===== config.mk =====
export PLATFORM = sky130hd
export DESIGN_NAME = sova_decoder
export DESIGN_NICKNAME = d
export VERILOG_FILES = /design/src/rtl/sova_pkg.sv /design/src/rtl/sova_bmu.sv /design/src/rtl/sova_acs.sv /design/src/rtl/sova_rex.sv /design/src/rtl/sova_decoder.sv
export SDC_FILE = /design/constraint.sdc
export NUM_CORES = 2
export LEC_CHECK = 0
export ABC_AREA = 1
export BUFFER_PORTS_ARGS = -buffer_cell sky130_fd_sc_hd__buf_4
export CELL_PAD_IN_SITES_DETAIL_PLACEMENT = 1
export CELL_PAD_IN_SITES_GLOBAL_PLACEMENT = 1
export CORE_MARGIN = 3
export CORE_UTILIZATION = 47
export DETAILED_ROUTE_END_ITERATION = 10
export GPL_TIMING_DRIVEN = 0
export PLACE_DENSITY = 0.88
export SYNTH_ARGS = -nofsm -noshare
export SYNTH_HDL_FRONTEND = slang
export SYNTH_SLANG_ARGS = --single-unit

===== constraint.sdc =====
create_clock -name clk -period 11 [get_ports clk]
set_clock_uncertainty 0.15 [all_clocks]
set_input_delay 1.65 -clock clk [delete_from_list [all_inputs] [get_ports clk]]
set_output_delay 1.65 -clock clk [all_outputs]
set_load 0.01 [all_outputs]

===== src/rtl/sova_pkg.sv =====
package sova_pkg;
  localparam int NSTATE = 4;

  // coded pair {first, second} for input u leaving state s = {u[k-1], u[k-2]}
  function automatic logic [1:0] code_pair(input logic u, input logic [1:0] s);
    return {u ^ s[1] ^ s[0], u ^ s[0]};
  endfunction
endpackage


===== src/rtl/sova_bmu.sv =====
module sova_bmu #(
  parameter int SW  = 4,
  parameter int BMW = SW + 1
) (
  input  logic signed [SW-1:0]    y0,
  input  logic signed [SW-1:0]    y1,
  output logic [3:0][BMW-1:0]     bm
);
  logic [SW-1:0] off0, off1;

  // offset binary: 0 = strongest "zero", all ones = strongest "one"
  assign off0 = {~y0[SW-1], y0[SW-2:0]};
  assign off1 = {~y1[SW-1], y1[SW-2:0]};

  for (genvar c = 0; c < 4; c++) begin : g_pair
    logic [SW-1:0] cost0, cost1;
    assign cost0 = (c / 2 == 1) ? ~off0 : off0;
    assign cost1 = (c % 2 == 1) ? ~off1 : off1;
    assign bm[c] = BMW'(cost0) + BMW'(cost1);
  end
endmodule


===== src/rtl/sova_acs.sv =====
module sova_acs
  import sova_pkg::*;
#(
  parameter int MW        = 7,
  parameter int BMW       = 5,
  parameter int INIT_BIAS = 96
) (
  input  logic                      clk,
  input  logic                      rst,
  input  logic                      en,
  input  logic [3:0][BMW-1:0]       bm,
  output logic [3:0][MW-1:0]        pm,
  output logic [3:0]                dec,
  output logic [3:0][MW-1:0]        delta
);
  localparam logic [MW:0] MAXM = {1'b0, {MW{1'b1}}};

  logic [3:0][MW-1:0] pm_q;
  logic [3:0][MW-1:0] sel;
  logic [MW-1:0]      floor_v;

  for (genvar ns = 0; ns < NSTATE; ns++) begin : g_state
    localparam int          PA = (ns % 2) * 2;
    localparam int          PB = PA + 1;
    localparam logic        U  = (ns / 2) == 1;
    localparam logic [1:0]  CA = code_pair(U, 2'(PA));
    localparam logic [1:0]  CB = code_pair(U, 2'(PB));
    logic [MW:0]   sum_a, sum_b;
    logic [MW-1:0] cand_a, cand_b;

    always_comb begin
      sum_a  = {1'b0, pm_q[PA]} + (MW+1)'(bm[CA]);
      sum_b  = {1'b0, pm_q[PB]} + (MW+1)'(bm[CB]);
      cand_a = (sum_a > MAXM) ? MAXM[MW-1:0] : sum_a[MW-1:0];
      cand_b = (sum_b > MAXM) ? MAXM[MW-1:0] : sum_b[MW-1:0];
      dec[ns]   = cand_b < cand_a;
      sel[ns]   = dec[ns] ? cand_b : cand_a;
      delta[ns] = dec[ns] ? (cand_a - cand_b) : (cand_b - cand_a);
    end
  end

  always_comb begin
    floor_v = sel[0];
    for (int s = 1; s < NSTATE; s++)
      if (sel[s] < floor_v) floor_v = sel[s];
  end

  always_ff @(posedge clk) begin
    if (rst) begin
      for (int s = 0; s < NSTATE; s++)
        pm_q[s] <= (s == 0) ? '0 : MW'(INIT_BIAS);
    end else if (en) begin
      for (int s = 0; s < NSTATE; s++)
        pm_q[s] <= sel[s] - floor_v;
    end
  end

  assign pm = pm_q;

  // after every step at least one state metric sits at zero
  a_r9_norm_floor: assert property (@(posedge clk) disable iff (rst)
    (pm_q[0] == '0) || (pm_q[1] == '0) || (pm_q[2] == '0) || (pm_q[3] == '0));

  // metrics frozen on idle cycles
  a_r4_metric_hold: assert property (@(posedge clk) disable iff (rst)
    !en |=> $stable(pm_q));
endmodule


===== src/rtl/sova_rex.sv =====
module sova_rex
  import sova_pkg::*;
#(
  parameter int LAT       = 24,
  parameter int REL_DEPTH = 8,
  parameter int RW        = 7
) (
  input  logic                             clk,
  input  logic                             rst,
  input  logic                             en,
  input  logic [3:0]                       dec,
  input  logic [3:0][RW-1:0]               delta,
  output logic [3:0][LAT-1:0]              paths,
  output logic [3:0][LAT-1:0][RW-1:0]      rels
);
  localparam logic [RW-1:0] RMAX = {RW{1'b1}};

  logic [3:0][LAT-1:0]          p_q, p_d;
  logic [3:0][LAT-1:0][RW-1:0]  r_q, r_d;

  for (genvar s = 0; s < NSTATE; s++) begin : g_state
    logic [1:0] win, lose;
    assign win  = {1'(s % 2), dec[s]};
    assign lose = {1'(s % 2), ~dec[s]};

    // newest position: the input bit that leads into state s
    assign p_d[s][0] = 1'((s / 2) == 1);
    assign r_d[s][0] = RMAX;

    for (genvar j = 1; j < LAT; j++) begin : g_pos
      logic differ;
      assign differ     = p_q[win][j-1] ^ p_q[lose][j-1];
      assign p_d[s][j]  = p_q[win][j-1];
      if (j <= REL_DEPTH) begin : g_upd
        assign r_d[s][j] = (differ && (delta[s] < r_q[win][j-1])) ? delta[s] : r_q[win][j-1];
      end else begin : g_carry
        assign r_d[s][j] = r_q[win][j-1];
      end
    end
  end

  always_ff @(posedge clk) begin
    if (rst) begin
      p_q <= '0;
      for (int s = 0; s < NSTATE; s++)
        for (int j = 0; j < LAT; j++)
          r_q[s][j] <= RMAX;
    end else if (en) begin
      p_q <= p_d;
      r_q <= r_d;
    end
  end

  assign paths = p_q;
  assign rels  = r_q;

  // survivor and reliability planes frozen on idle cycles
  a_r4_path_hold: assert property (@(posedge clk) disable iff (rst)
    !en |=> ($stable(p_q) && $stable(r_q)));

  // a stored reliability never rises as a bit moves to an older position
  a_r5_rel_nonrising: assert property (@(posedge clk) disable iff (rst)
    en |=> (r_q[0][1] <= RMAX) && (r_q[0][LAT-1] <= $past(r_q[{1'b0, dec[0]}][LAT-2])));
endmodule


===== src/rtl/sova_decoder.sv =====
module sova_decoder
  import sova_pkg::*;
#(
  parameter int SW        = 4,
  parameter int MW        = 7,
  parameter int VIT_DEPTH = 16,
  parameter int REL_DEPTH = 8,
  parameter int INIT_BIAS = 96
) (
  input  logic                 clk,
  input  logic                 rst,
  input  logic                 in_valid,
  input  logic signed [SW-1:0] in_soft0,
  input  logic signed [SW-1:0] in_soft1,
  output logic                 out_valid,
  output logic                 out_bit,
  output logic [MW-1:0]        out_rel
);
  localparam int LAT = VIT_DEPTH + REL_DEPTH;
  localparam int BMW = SW + 1;
  localparam int FW  = $clog2(LAT + 1);

  logic [3:0][BMW-1:0]        bm;
  logic [3:0][MW-1:0]         pm;
  logic [3:0]                 dec;
  logic [3:0][MW-1:0]         delta;
  logic [3:0][LAT-1:0]        paths;
  logic [3:0][LAT-1:0][MW-1:0] rels;
  logic [1:0]                 best;
  logic [FW-1:0]              fill;

  sova_bmu #(.SW(SW), .BMW(BMW)) u_bmu (
    .y0(in_soft0), .y1(in_soft1), .bm(bm));

  sova_acs #(.MW(MW), .BMW(BMW), .INIT_BIAS(INIT_BIAS)) u_acs (
    .clk(clk), .rst(rst), .en(in_valid), .bm(bm),
    .pm(pm), .dec(dec), .delta(delta));

  sova_rex #(.LAT(LAT), .REL_DEPTH(REL_DEPTH), .RW(MW)) u_rex (
    .clk(clk), .rst(rst), .en(in_valid), .dec(dec), .delta(delta),
    .paths(paths), .rels(rels));

  always_comb begin
    best = 2'd0;
    for (int s = 1; s < NSTATE; s++)
      if (pm[s] < pm[best]) best = 2'(s);
  end

  always_ff @(posedge clk) begin
    if (rst) begin
      fill      <= '0;
      out_valid <= 1'b0;
      out_bit   <= 1'b0;
      out_rel   <= '0;
    end else begin
      out_valid <= in_valid && (fill == FW'(LAT));
      if (in_valid) begin
        if (fill != FW'(LAT)) fill <= fill + 1'b1;
        out_bit <= paths[best][LAT-1];
        out_rel <= rels[best][LAT-1];
      end
    end
  end

  // an output only follows an accepted symbol
  a_r3_out_follows_input: assert property (@(posedge clk) disable iff (rst)
    out_valid |-> $past(in_valid));

  // an idle cycle produces no output in the next cycle
  a_r3_idle_quiet: assert property (@(posedge clk) disable iff (rst)
    !in_valid |=> !out_valid);
endmodule


---- After elaboration in Yosys (flattened, before gate mapping) ----
Cells that the tools add are included.
word-level totals
  bits in registers ....................... 780
  bits of input ports ..................... 11
  output and inout bits ................... 9
  logic and storage cells ................. 352
operators by class
  $add $sub $neg .......................... 25
  order comparisons ....................... 61
  equality and inequality tests ........... 2
  muxes and demuxes ....................... 86
  bitwise gates (word level) .............. 40
  reductions and logical operators ........ 34
operator list
  operator                                                                       count
  161-bit two-way mux                                                            8
  7-bit two-way mux                                                              53
  168-bit binary-select mux with 2-bit select                                    1
  7-bit less-than comparator                                                     42
  23-bit two-way mux                                                             8
  168-bit two-way mux                                                            1
  7-bit subtractor                                                               12
  7-bit by 5-bit adder with 8-bit output                                         8
  8-bit by 7-bit > comparator with 1-bit output (second input constant)          8
  8-bit two-way mux                                                              8
  24-bit binary-select mux with 2-bit select                                     1
  1-bit logical AND                                                              33
  1-bit bitwise XOR                                                              32
  7-bit binary-select mux with 2-bit select                                      2
  24-bit two-way mux                                                             1
  2-bit by 3-bit less-than comparator with 1-bit output (second input constant)  7
  4-bit by 4-bit adder with 5-bit output                                         4
  1-bit by 3-bit less-than comparator with 1-bit output (second input constant)  4
  4-bit NOT                                                                      2
  1-bit NOT                                                                      6
  5-bit by 1-bit adder with 5-bit output (second input constant)                 1
  5-bit equality test (second input constant)                                    1
  5-bit != test (second input constant)                                          1
  2-bit two-way mux                                                              2
  2 further kinds                                                                2

---- Longest topological paths before layout ----
  depth after elaboration ................. 15
  mapped depth ............................ 64
  depth with buffers taken out ............ 59

---- Cells and area by module ----
From an unflattened synthesis, not the netlist that was laid out.
second synthesis, totals
  cells, all modules ...................... 6954
  area total of the unflattened synthesis .. 46459.6 um2
by module, submodules not included
  module        times used  cells each  area each (um2)  seq. area each (um2)
  sova_rex      1           5308        36726.5          14153.6
  sova_acs      1           1304        7571.0           560.5
  sova_decoder  1           266         1562.7           280.3
  sova_bmu      1           76          599.3            0.0

---- Worst setup path before layout ----
No wires, ideal clock.
  path kind ............................... input to register
  start point ............................. input in_soft0[2]
  end point ............................... register u_acs.pm_q, in the netlist u_acs.pm[25]
  setup time .............................. 0.056 ns
  arrival ................................. 9.495 ns
  required time ........................... 10.794 ns
  setup slack ............................. 1.299 ns
  stages .................................. 56
  buffers on the path ..................... 6
  cell sequence ........................... inv_1 ha_1 clkbuf_1 inv_1 o31ai_1 ha_1 a21oi_2 inv_1 nand2_1 nand2_2 a21oi_1 inv_1 ha_1 nand2_1 nand3b_1 nand2_1 nand4_4 nand2_2 [... 20 more ...] ha_1 nand2_1 inv_2 a21oi_4 nand2_4 buf_6 o21ai_0 ha_1 inv_1 ha_1 inv_1 nand2_1 nand2_1 nand3_1 or2_1 nand3_1 nand2_1 inv_1
between the ends
  word-level cells in the longest chain between the ends .. 14
  elaborated cells between the ends (all ways) .. 44
  classes of those cells .................. add/sub: 13; order compare: 15; mux: 15; bitwise: 1
RTL lines
  item                                                                     RTL line                        RTL
  start: declaration                                                       sova_decoder.sv:13              input logic signed [SW-1:0] in_soft0,
  4-bit NOT                                                                n/a
  4-bit by 4-bit adder with 5-bit output                                   sova_bmu.sv:19                  assign bm[c] = BMW'(cost0) + BMW'(cost1);
  7-bit by 5-bit adder with 8-bit output, on equally long branches         sova_acs.sv:32, sova_acs.sv:33
  8-bit by 7-bit > comparator with 1-bit output, on equally long branches  sova_acs.sv:34, sova_acs.sv:35
  7-bit two-way mux, on equally long branches                              sova_acs.sv:34, sova_acs.sv:35
  7-bit less-than comparator                                               sova_acs.sv:36                  dec[ns] = cand_b < cand_a;
  7-bit two-way mux                                                        sova_acs.sv:37                  sel[ns] = dec[ns] ? cand_b : cand_a;
  7-bit less-than comparator                                               sova_acs.sv:45                  if (sel[s] < floor_v) floor_v = sel[s];
  7-bit two-way mux                                                        sova_acs.sv:45
  7-bit less-than comparator                                               sova_acs.sv:45
  7-bit two-way mux                                                        sova_acs.sv:45
  7-bit less-than comparator                                               sova_acs.sv:45
  7-bit two-way mux                                                        sova_acs.sv:45
  7-bit subtractor *                                                       sova_acs.sv:54                  pm_q[s] <= sel[s] - floor_v;
  end signal: indexed assignment                                           sova_acs.sv:51                  pm_q[s] <= (s == 0) ? '0 : MW'(INIT_BIAS);
  end signal: indexed assignment                                           sova_acs.sv:54
  end: declaration                                                         sova_acs.sv:18                  logic [3:0][MW-1:0] pm_q;
Every way passes the cells marked *; elsewhere a longest branch is shown, timed or not.
A chain may end at the register's enable or synchronous reset.

---- Worst setup path after layout ----
  start point ............................. input in_soft0[1]
  end point ............................... register u_rex.r_q, in the netlist u_rex.rels[560]
between the ends
  word-level cells in the longest chain between the ends .. 11
  elaborated cells between the ends (all ways) .. 23
  classes of those cells .................. add/sub: 6; order compare: 4; mux: 10; bitwise: 2; reduce/logical: 1
RTL lines
  item                                                             RTL line                        RTL
  4-bit NOT                                                        n/a
  4-bit by 4-bit adder with 5-bit output                           sova_bmu.sv:19
  7-bit by 5-bit adder with 8-bit output                           sova_acs.sv:33                  sum_b = {1'b0, pm_q[PB]} + (MW+1)'(bm[CB]);
  8-bit by 7-bit > comparator with 1-bit output                    sova_acs.sv:35                  cand_b = (sum_b > MAXM) ? MAXM[MW-1:0] : sum_b[MW-1:0];
  7-bit two-way mux                                                sova_acs.sv:35
  7-bit less-than comparator                                       sova_acs.sv:36
  161-bit two-way mux, or another cell as far along (2 in a row)   n/a
  7-bit less-than comparator or 1-bit bitwise XOR (tied branches)  sova_rex.sv:35, sova_rex.sv:32
  1-bit logical AND                                                sova_rex.sv:35                  assign r_d[s][j] = (differ && (delta[s] < r_q[win][j-1])) ? delta[s] : r_q[win][j-1];
  7-bit two-way mux *                                              sova_rex.sv:35
  end signal: assignment                                           sova_rex.sv:50                  r_q <= r_d;
  end: declaration                                                 sova_rex.sv:19                  logic [3:0][LAT-1:0][RW-1:0] r_q, r_d;
Every way passes the cells marked *; elsewhere a longest branch is shown, timed or not. The select of a mux whose other input is x is not followed.

==> summary.md <==
| Metric | Value |
|---|---|
| Outcome | `finished, violations left` |
| Failing checks | `max-capacitance violations, max-slew violations` |
| Reg2reg setup slack | `between 2 and 2.5 ns` |
| R2R Path End | `u_rex.rels[398]` |
| Initial antenna violation count | `1` |
| All-Layer GR Usage | `between 30% and 40%` |
| Grt ovf | `0` |
| Tmin final | `10.45 ns` |
| Worst-Margin Slew | `1.59 ns` |
| Gp weighted congestion | `just under 1` |
| Drt first pass iters | `6` |
| Fmax | `between 90 and 100 MHz` |
| Post-synthesis sequential area ratio | `34.0%` |
| Worst r2r src | `u_acs.pm[0]` |
| Number of global-route vias before repair | `48919` |
| Fill cells | `between 10000 and 15000` |
| Crit-path max FO | `14` |
| Hold Path Class | `reg2reg` |
| Post-synth EDFFs | `0` |
| TritonCTS Sinks | `between 700 and 800` |
| Worst setup SP type | `primary input` |
| Initial Util | `47.8%` |
| Hold Fails Final Rpt | `0` |
| Avg WL per Cell | `24.9 µm` |
| CTS tree | `built` |
| Iteration-0 DRC Markers | `4738` |
| CP endpoint kind | `flip-flop` |
| Crit Path Class | `in2reg` |
| Share of cells above drive strength 1 | `3.86%` |
| DRC violations left | `0` |
| Worst-path clk slew | `0.06 ns` |
| Library cells used by synthesis | `48` |
| Layout area overhead | `10.9%` |
| Via Count | `48685` |
| Total CTS buffers | `84` |
| Die H | `312 µm` |
| Slew headroom | `-5.77%` |
| FF-to-FF path depth | `28` |
| CP max stage cell | `clkdlybuf4s15_1` |
| Hold Startpoint | `u_rex.paths[13]` |
| Row cnt | `111` |
| WP data arrival | `10.84 ns` |
| Vias per cell | `6.26` |
| Post-Syn Instances | `6327` |
| Peak per-stage delay on the critical path | `0.78 ns` |
| Final core area utilization | `53.0%` |
| ANT nets after route | `0` |
| Mean Syn Cell Area | `6.97 µm²` |
| Worst-Skew Late Latency | `0.70 ns` |
| Max cap viols | `1` |
| Final #Nets | `around 6800` |
| Critical path data required time | `approximately 11 ns` |
| Cell area after synthesis | `around 44000 µm²` |
| Largest net degree at the start of global routing | `15` |
| Yosys warns | `0` |
| Die Wd | `312 µm` |
| Root Driver | `clkbuf_16` |
| Port buffer count | `17` |
| CTS max path bufs | `3` |
| Yosys reg bits | `749` |
| CORE AREA | `92400 µm²` |
| Routed wire length | `193 mm` |
| Max-slew violations | `11` |
| Hold path cells | `2` |
| Top FF cell, synth | `dfxtp_1` |
| Top-Level Pins | `20` |
| FFs w/ async S/R, synth | `0%` |
| CTS H-tree lvls | `3` |
| Endpoints failing setup | `0` |
| First-pass GRT wire length | `292 mm` |
| Hold EP | `u_rex.paths[13]` |
| HPWL Detailed | `145 mm` |
| Die area | `97600 µm²` |
| Tcrit/Tclk final | `95.0%` |
routing by layer:
metal  global-route usage, %  vias up  wire [µm]
li1                        -    21933          -
met1                    49.9    23970      80200
met2                    59.0     2225      83300
met3                    7.99      555      18000
met4                    20.8        2      11800
met5                       0        -         11
critical path, delay by kind of cell:
| family | cells | cell delay, ns |
|---|---|---|
| AO/OA/AOI/OAI | 8 | 1.85 |
| XOR/XNOR | 1 | 0.28 |
| adder cells (fa/ha/maj) | 4 | 1.54 |
| buffers and inverters | 12 | 4.06 |
| AND/OR/NAND/NOR | 9 | 1.41 |
cell families (layout without fill, tap and decap cells):
kind of cell,count (synthesis),after routing,synth area share [%]
AO/OA/AOI/OAI,2649,2649,32.3
flip-flops,749,749,34.0
other,1,25,0.00850
adder cells (fa/ha/maj),322,322,9.40
AND/OR/NAND/NOR,1467,1467,13.7
buffers and inverters,1073,1250,9.26
XOR/XNOR,66,66,1.31
what timing repair did:
item,CTS,global route
buffers inserted,0,4
pin swaps,0,3
setup endpoints to repair,29,69
hold buffers,0,0
resized for setup,8,28
flip-flops by register name (all words and copies together), names as in the netlist:
name         count
out_valid        1
u_rex.paths     91
u_acs.pm        28
u_rex.rels     616
out_rel          7
fill             5
out_bit          1
cells in the final DEF (no fill, tap or decap), drive strengths merged:
cell type      instances
a211oi                 6
a21o                   4
a21oi               1052
a22oi                  1
a31oi                 11
and2                   4
buf                   60
bufinv                 8
clkbuf               525
clkdlybuf4s15          2
clkinv                22
clkinvlp               3
conb                  24
dfxtp                749
diode                  1
fa                    16
ha                   306
inv                  630
nand2                876
nand3                171
nand3b                 5
nand4                 36
nor2                 364
nor3                   3
nor3b                  1
o2111ai               28
o211ai               297
o21a                   4
o21ai               1220
o21bai                16
o221ai                 2
o22ai                  4
o31ai                  4
or2                    7
xnor2                 14
xor2                  52
through the flow:
step / hold WS (ns) / instances / setup TNS [ns] / cell area [µm²] / setup WS [ns]
CTS: 0.315 / 7767 / 0 / 48900 / 0.0495
global route: 0.330 / 7770 / -0.00282 / 49000 / -0.00282
finish: 0.318 / 7771 / 0 / 49000 / 0.550
floorplan: 0.277 / 6350 / 0 / 44200 / 1.30
global placement: 0.295 / 7610 / -37.11 / 45900 / -1.75
detailed placement: 0.305 / 7614 / -66.04 / 46000 / -1.96
synth_stat cells (2+ instances only):
library cell / number / area share (%)
clkinv_1: 4 / 0.034
xnor2_1: 14 / 0.28
nor3_1: 3 / 0.034
inv_1: 613 / 5.2
o21ai_1: 9 / 0.10
a21oi_1: 1049 / 12
o221ai_1: 2 / 0.040
nor2_4: 2 / 0.051
nand2_4: 2 / 0.051
nand2_2: 21 / 0.30
a21o_1: 4 / 0.068
nand4_1: 34 / 0.48
nor2_2: 7 / 0.099
o22ai_1: 4 / 0.057
o2111ai_1: 28 / 0.56
o211ai_1: 297 / 5.1
inv_2: 11 / 0.094
nand3_2: 11 / 0.25
nand4_4: 2 / 0.096
o21a_1: 4 / 0.068
a211oi_1: 6 / 0.10
and2_1: 4 / 0.057
or2_2: 2 / 0.028
o21ai_0: 1210 / 14
buf_6: 7 / 0.18
a31oi_1: 11 / 0.16
inv_4: 2 / 0.028
nor2_1: 355 / 3.0
nand2_1: 853 / 7.3
o21bai_1: 16 / 0.27
o31ai_1: 4 / 0.068
xor2_1: 52 / 1.0
or2_1: 4 / 0.057
nand3b_1: 5 / 0.085
a21oi_2: 2 / 0.040
dfxtp_1: 749 / 34
fa_1: 16 / 0.73
buf_1: 27 / 0.23
nand3_1: 159 / 1.8
ha_1: 306 / 8.7
clkbuf_1: 409 / 3.5
final cells by class:
class / count / area, µm² / share of cell area (%)
inverter: 630 / 2380 / 4.86
timing repair buffer: 25 / 218 / 0.445
sequential: 749 / 15000 / 30.6
clock buffer: 121 / 2400 / 4.91
tap: 1243 / 1560 / 3.18
buffer: 441 / 1730 / 3.53
multi-input combinational: 4528 / 25200 / 51.5
antenna: 1 / 2.50 / 0.00511
clock inverter: 33 / 449 / 0.918
worst max path at each step:
stage / start / endpoint / slack [ns] / depth (start not counted)
floorplan: in_soft0[2] / u_acs.pm[25] / 1.30 / 56
global placement: in_soft0[2] / u_acs.pm[6] / -1.75 / 54
detailed placement: in_soft0[2] / u_acs.pm[6] / -1.96 / 56
CTS: in_soft0[0] / u_acs.pm[13] / 0.05 / 49
global route: in_soft0[1] / u_rex.rels[560] / -0.003 / 36
finish: in_soft0[1] / u_rex.rels[560] / 0.55 / 34
Power is left out: the tool's default activity adds up to more than one toggle a clock period on the data nets, which glitch-free logic cannot reach.
